$ cat src/rtl/region_remap_pkg.sv
package region_remap_pkg;

    localparam int ADDR_W   = 32;
    localparam int GRAN_LSB = 21;
    localparam int ALIAS_W  = 29;
    localparam int BASE_W   = ALIAS_W - GRAN_LSB;
    localparam int TGT_W    = ADDR_W - GRAN_LSB;
    localparam int SIZE_W   = 3;
    localparam int WORD_W   = 32;

    localparam int F_BASE_LSB = 0;
    localparam int F_SIZE_LSB = 8;
    localparam int F_EN_BIT   = 15;
    localparam int F_TGT_LSB  = 16;
    localparam int F_PORT_BIT = 28;
    localparam int F_BURST_BIT = 31;

    typedef enum logic { BURST_WRAP = 1'b0, BURST_INCR = 1'b1 } burst_e;
    typedef enum logic { PORT_ONE = 1'b0, PORT_TWO = 1'b1 } port_e;

    typedef struct packed {
        logic               en;
        logic [SIZE_W-1:0]  size;
        logic [BASE_W-1:0]  base;
        logic [TGT_W-1:0]   tgt;
        burst_e             burst;
        port_e              port;
    } win_cfg_t;

    typedef struct packed {
        logic               hit;
        logic [ADDR_W-1:0]  addr;
        burst_e             burst;
        port_e              port;
    } win_res_t;

    function automatic win_cfg_t unpack_word(input logic [WORD_W-1:0] w);
        win_cfg_t c;
        c.en    = w[F_EN_BIT];
        c.size  = w[F_SIZE_LSB +: SIZE_W];
        c.base  = w[F_BASE_LSB +: BASE_W];
        c.tgt   = w[F_TGT_LSB +: TGT_W];
        c.burst = burst_e'(w[F_BURST_BIT]);
        c.port  = port_e'(w[F_PORT_BIT]);
        return c;
    endfunction

    // Offset mask for a window of 2^(20+size) bytes.
    function automatic logic [ADDR_W-1:0] offset_mask(input logic [SIZE_W-1:0] size);
        logic [ADDR_W-1:0] one;
        one = {{(ADDR_W-1){1'b0}}, 1'b1};
        return (one << (GRAN_LSB - 1 + int'(size))) - one;
    endfunction

endpackage

$ cat src/rtl/region_remap_regs.sv
module region_remap_regs
    import region_remap_pkg::*;
#(
    parameter int NUM_WIN = 4,
    localparam int IDX_W = $clog2(NUM_WIN)
) (
    input  logic                   clk,
    input  logic                   rst,
    input  logic                   we,
    input  logic [IDX_W-1:0]       waddr,
    input  logic [WORD_W-1:0]      wdata,
    input  logic [IDX_W-1:0]       raddr,
    output logic [WORD_W-1:0]      rdata,
    output logic [NUM_WIN-1:0][WORD_W-1:0] words
);

    logic [NUM_WIN-1:0][WORD_W-1:0] store_q;

    for (genvar g = 0; g < NUM_WIN; g++) begin : g_word
        always_ff @(posedge clk) begin
            if (rst) begin
                store_q[g] <= '0;
            end else if (we && (waddr == IDX_W'(g))) begin
                store_q[g] <= wdata;
            end
        end
    end

    assign rdata = store_q[raddr];
    assign words = store_q;

endmodule

$ cat src/rtl/region_remap_win.sv
module region_remap_win
    import region_remap_pkg::*;
(
    input  logic [WORD_W-1:0] word,
    input  logic [ADDR_W-1:0] addr,
    output win_res_t          res
);

    win_cfg_t          cfg;
    logic [ADDR_W-1:0] offs;
    logic [ADDR_W-1:0] cmp_mask;
    logic [ADDR_W-1:0] base_full;
    logic [ADDR_W-1:0] tgt_full;
    logic [ADDR_W-1:0] alias_mask;

    always_comb begin
        cfg        = unpack_word(word);
        offs       = offset_mask(cfg.size);
        alias_mask = {{(ADDR_W-ALIAS_W){1'b0}}, {ALIAS_W{1'b1}}};
        cmp_mask   = alias_mask & ~offs;
        base_full  = {{(ADDR_W-ALIAS_W){1'b0}}, cfg.base, {GRAN_LSB{1'b0}}};
        tgt_full   = {cfg.tgt, {GRAN_LSB{1'b0}}};
        res.hit    = cfg.en && (cfg.size != '0) &&
                     (((addr ^ base_full) & cmp_mask) == '0);
        res.addr   = (tgt_full & ~offs) | (addr & offs);
        res.burst  = cfg.burst;
        res.port   = cfg.port;
    end

endmodule

$ cat src/rtl/region_remap_pick.sv
module region_remap_pick
    import region_remap_pkg::*;
#(
    parameter int NUM_WIN = 4,
    localparam int IDX_W = $clog2(NUM_WIN)
) (
    input  win_res_t [NUM_WIN-1:0] cand,
    input  logic [ADDR_W-1:0]      addr,
    output win_res_t               sel,
    output logic [IDX_W-1:0]       sel_idx
);

    always_comb begin
        sel.hit   = 1'b0;
        sel.addr  = addr;
        sel.burst = BURST_WRAP;
        sel.port  = PORT_ONE;
        sel_idx   = '0;
        // Walk from the top so the lowest index is applied last and wins.
        for (int i = NUM_WIN - 1; i >= 0; i--) begin
            if (cand[i].hit) begin
                sel     = cand[i];
                sel_idx = IDX_W'(i);
            end
        end
    end

endmodule

$ cat src/rtl/region_remap.sv
module region_remap
    import region_remap_pkg::*;
#(
    parameter int NUM_WIN = 4,
    localparam int IDX_W = $clog2(NUM_WIN)
) (
    input  logic               clk,
    input  logic               rst,
    input  logic               cfg_we,
    input  logic [IDX_W-1:0]   cfg_waddr,
    input  logic [WORD_W-1:0]  cfg_wdata,
    input  logic [IDX_W-1:0]   cfg_raddr,
    output logic [WORD_W-1:0]  cfg_rdata,
    input  logic [ADDR_W-1:0]  req_addr,
    output logic [ADDR_W-1:0]  out_addr,
    output logic               out_hit,
    output logic [IDX_W-1:0]   out_region,
    output logic               out_incr,
    output logic               out_port_sel
);

    logic [NUM_WIN-1:0][WORD_W-1:0] cfg_words;
    win_res_t [NUM_WIN-1:0]         cand;
    win_res_t                       chosen;

    region_remap_regs #(.NUM_WIN(NUM_WIN)) regs_i (
        .clk   (clk),
        .rst   (rst),
        .we    (cfg_we),
        .waddr (cfg_waddr),
        .wdata (cfg_wdata),
        .raddr (cfg_raddr),
        .rdata (cfg_rdata),
        .words (cfg_words)
    );

    for (genvar g = 0; g < NUM_WIN; g++) begin : g_win
        region_remap_win win_i (
            .word (cfg_words[g]),
            .addr (req_addr),
            .res  (cand[g])
        );
    end

    region_remap_pick #(.NUM_WIN(NUM_WIN)) pick_i (
        .cand    (cand),
        .addr    (req_addr),
        .sel     (chosen),
        .sel_idx (out_region)
    );

    assign out_addr     = chosen.addr;
    assign out_hit      = chosen.hit;
    assign out_incr     = chosen.burst == BURST_INCR;
    assign out_port_sel = chosen.port == PORT_TWO;

endmodule

$ cat config.mk
export PLATFORM = sky130hd
export DESIGN_NAME = region_remap
export DESIGN_NICKNAME = d
export VERILOG_FILES = /design/src/rtl/region_remap_pkg.sv /design/src/rtl/region_remap_regs.sv /design/src/rtl/region_remap_win.sv /design/src/rtl/region_remap_pick.sv /design/src/rtl/region_remap.sv
export SDC_FILE = /design/constraint.sdc
export NUM_CORES = 1
export LEC_CHECK = 0
export ABC_AREA = 1
export BUFFER_PORTS_ARGS = -buffer_cell sky130_fd_sc_hd__buf_2
export CAP_MARGIN = 20
export CORE_AREA = 2 2 137 139
export CTS_CLUSTER_DIAMETER = 80
export DETAILED_ROUTE_END_ITERATION = 12
export DIE_AREA = 0 0 139 141
export GPL_TIMING_DRIVEN = 0
export PLACE_DENSITY_LB_ADDON = 0.25
export SETUP_SLACK_MARGIN = 0.05
export SYNTH_ARGS = -nofsm -noshare
export SYNTH_HDL_FRONTEND = slang
export SYNTH_SLANG_ARGS = --single-unit
$ cat constraint.sdc
create_clock -name clk -period 1.8 [get_ports clk]
set_input_delay 0.36 -clock clk [delete_from_list [all_inputs] [get_ports clk]]
set_output_delay 0.36 -clock clk [all_outputs]
set_load 0.005 [all_outputs]
==> results_dict.tcl <==
set metrics [dict create \
    fin_ws_ns -0.702 \
    diodes 0 \
    relSlewSlack_pct 36.6 \
    synthCells 1120 \
    port_buffers 116 \
    dr_total_vias 8681 \
    first_pass_iters 5 \
    drc 0 \
    antenna_found_initial 0 \
    whs_path_depth 3 \
    vdd_ir_drop_max_mv 0.675 \
    initial_core_util_pct 38.9 \
    layout-drive-gt1-share_pct 26.3 \
    placed_area_um2 7990 \
    syn_area_per_cell_um2 6.34 \
    r2r-start "regs_i.words[73]$_SDFFE_PP0P_" \
    synth-main-ff-cell "dfxtp_1" \
    syn_nets 1191 \
    nets 1362 \
    grt_pass1_vias 7924 \
    area_delta_synth_final_pct 34.9 \
    max_freq_mhz 400 \
    tightest_slew_ns 0.950 \
    hold_start "cfg_wdata[12]" \
    fin_hold_ws_ns 0.214 \
    die_x_um 139 \
    finalSetupTns_ns -10.62 \
    grt_setup_unrepaired "true" \
    synth_seq_cells 128 \
    violations "negative setup slack" \
    hold_path.class "in2reg" \
    die_area_um2 19600 \
    final_cell_count_no_fill 1538 \
    wl_per_cell_um 20.6 \
    core_um2 18300 \
    yosysMostFrequentCell "nand2_1" \
    finalCriticalPeriod_ns 2.50 \
    status "finished, violations left" \
    dieHeight_um 141 \
    cellPowerDensity_nw_per_um2 827 \
    worstPathMaxFanout 6 \
    first_iter_violations 948 \
    slew_violations 0 \
    dp.cells 1470 \
    fp-row-count 50 \
    worstPathArrival_ns 2.14 \
    hpwl_um 21700 \
    synth-edff-count 0 \
    cts_max_level 4 \
    numCtsBuffers 17 \
    overflow 0 \
    hold_viol 0 \
    synth_cell_types 33 \
    viasPerCell 5.64 \
    place_congestion 0.987 \
    final_cell_area_um2 9580 \
    path_clk_slew_ns 0.06 \
    cts_sinks 128 \
    grt_usage_pct 31.1 \
    fill_cells 1848 \
    tritoncts "done" \
    holdPathEnd "regs_i.words[44]$_SDFFE_PP0P_" \
    yosys-top-cells-count "nand2_1 (325), nor2_1 (155), dfxtp_1 (128)" \
    synth.area.top_cells "dfxtp_1 (36%), nand2_1 (17%), a21oi_1 (8.7%)" \
    maxCapViolations 0 \
    synth_area_um2 7100 \
    ys_async_sr_fraction_pct 0 \
    io_pins 140 \
    post-route-period-util_pct 139 \
    m1WireLength_um 13000 \
    largest_reg_flops 128 \
    worst_r2r_endpoint "regs_i.words[73]$_SDFFE_PP0P_" \
    synth_top_area_share_pct 36.1 \
    ys_seq_area_share_pct 36.1 \
    yosysWarnings 0 \
    yosysTopAreaCell "dfxtp_1" \
    grt_first_pass_wirelength_um 46300 \
    grt_start_max_net_pins 17 \
    critPathKind "reg2out" \
    cp.required_ns 1.44 \
    seqCellArea_um2 2600 \
    start_kind "flip-flop" \
    clockBufferDepth 2 \
    p_total_mw 7.92 \
    wl_met3_um 3230 \
    multi_input_area_um2 4240 \
    r2r_setup_slack_ns 0.75 \
    final.setup_skew_ns 0 \
    met2_length_um 14100 \
    wirelength_um 31600 \
    setup_viol 17 \
    p_leak_nw 4.00 \
    r2r_cells 4 \
    clk_latency_ns 0.42 \
    route.antenna.remaining_nets 0 \
    cp-end-kind "output pin" \
    top_layer_used "met4" \
    root_buffer "clkbuf_16" \
]
## per-layer routing
metal	up-vias	track usage, %
li1	4037	-
met1	4005	41.6
met2	539	50.0
met3	100	6.15
met4	0	11.6
met5	-	0
## where the power goes
| group | internal, mW | leakage (nW) | total [mW] | switching, mW |
|---|---|---|---|---|
| sequential | 2.94 | 1.05 | 3.06 | 0.114 |
| clock | 2.14 | 0.297 | 3.63 | 1.49 |
| combinational | 0.447 | 2.65 | 1.23 | 0.787 |
## how the worst max path moves through the flow
| stage | cells past startpoint | endpoint | slack, ns | start |
|---|---|---|---|---|
| 5_1_grt | 15 | out_addr[24] | -0.80 | regs_i.words[106]$_SDFFE_PP0P_ |
| 6_report | 11 | out_addr[26] | -0.70 | regs_i.words[41]$_SDFFE_PP0P_ |
| 3_3_place_gp | 12 | out_addr[25] | -0.80 | req_addr[28] |
| 4_1_cts | 15 | out_addr[27] | -0.70 | regs_i.words[73]$_SDFFE_PP0P_ |
| 3_5_place_dp | 12 | out_addr[25] | -0.80 | req_addr[28] |
| 2_1_floorplan | 12 | out_addr[26] | 0.02 | req_addr[23] |
## area by class of cell
type                            instances  area share [%]
Clock inverter                         13            1.57
Buffer                                 92            6.62
Clock buffer                           19            4.73
Tap cell                              234            3.06
Timing Repair Buffer                  151            9.96
Inverter                               58            2.51
Sequential cell                       128            27.2
Timing Repair inverter                  1           0.118
Multi-Input combinational cell        842            44.3
## placed cells by master (no fill, tap or decap), types with 8 or more instances in the layout
master and n:
nand2_1 304, nor2_1 136, a21oi_1 116, buf_2 116, dfxtp_1 113, o21ai_0 72, inv_1 44, clkbuf_1 44
buf_4 43, a211oi_1 40, nand3_1 28, o22ai_1 25, nand4_1 22, clkbuf_16 19, nor2_4 18, nand3_2 16
nand2_2 16, clkbuf_8 10, nand2_4 9, inv_2 8, clkbuf_4 8, dfxtp_4 8
## per-stage QoR
stage / setup WS, ns / utilization, %
CTS: -0.701 / 50.6
finish: -0.702 / 52.4
detailed placement: -0.799 / 43.8
global route: -0.797 / 52.4
global placement: -0.796 / 43.8
floorplan: 0.0176 / -
## worst max-delay path, stage by stage, from the launching register on
cell and delay [ns]:
dfxtp_4 0.39, nand2_1 0.10, nand2_4 0.09, a21oi_2 0.05, nor2_2 0.19, nand4_4 0.23, buf_8 0.23, nor2_1 0.11
nor2_1 0.06, nand2_1 0.05, nand2_1 0.07, buf_2 0.13
## cells by family after synthesis
group / after synthesis / synth area share (%)
multiplexers: 1 / 0.159
buffers and inverters: 150 / 9.30
AO/OA/AOI/OAI: 271 / 21.0
AND/OR/NAND/NOR: 564 / 32.7
XOR/XNOR: 6 / 0.740
flip-flops: 128 / 36.1
## repair_timing
item / 4_1_cts / 5_1_grt
setup buffers: 24 / 9
cloned: 2 / 1
hold buffers: 0 / 0
pin swaps: 21 / 30
hold endpoints to repair: 0 / 0
setup endpoints to repair: 48 / 54
gates resized for setup: 131 / 77
Power figures use the tool's default switching activity.
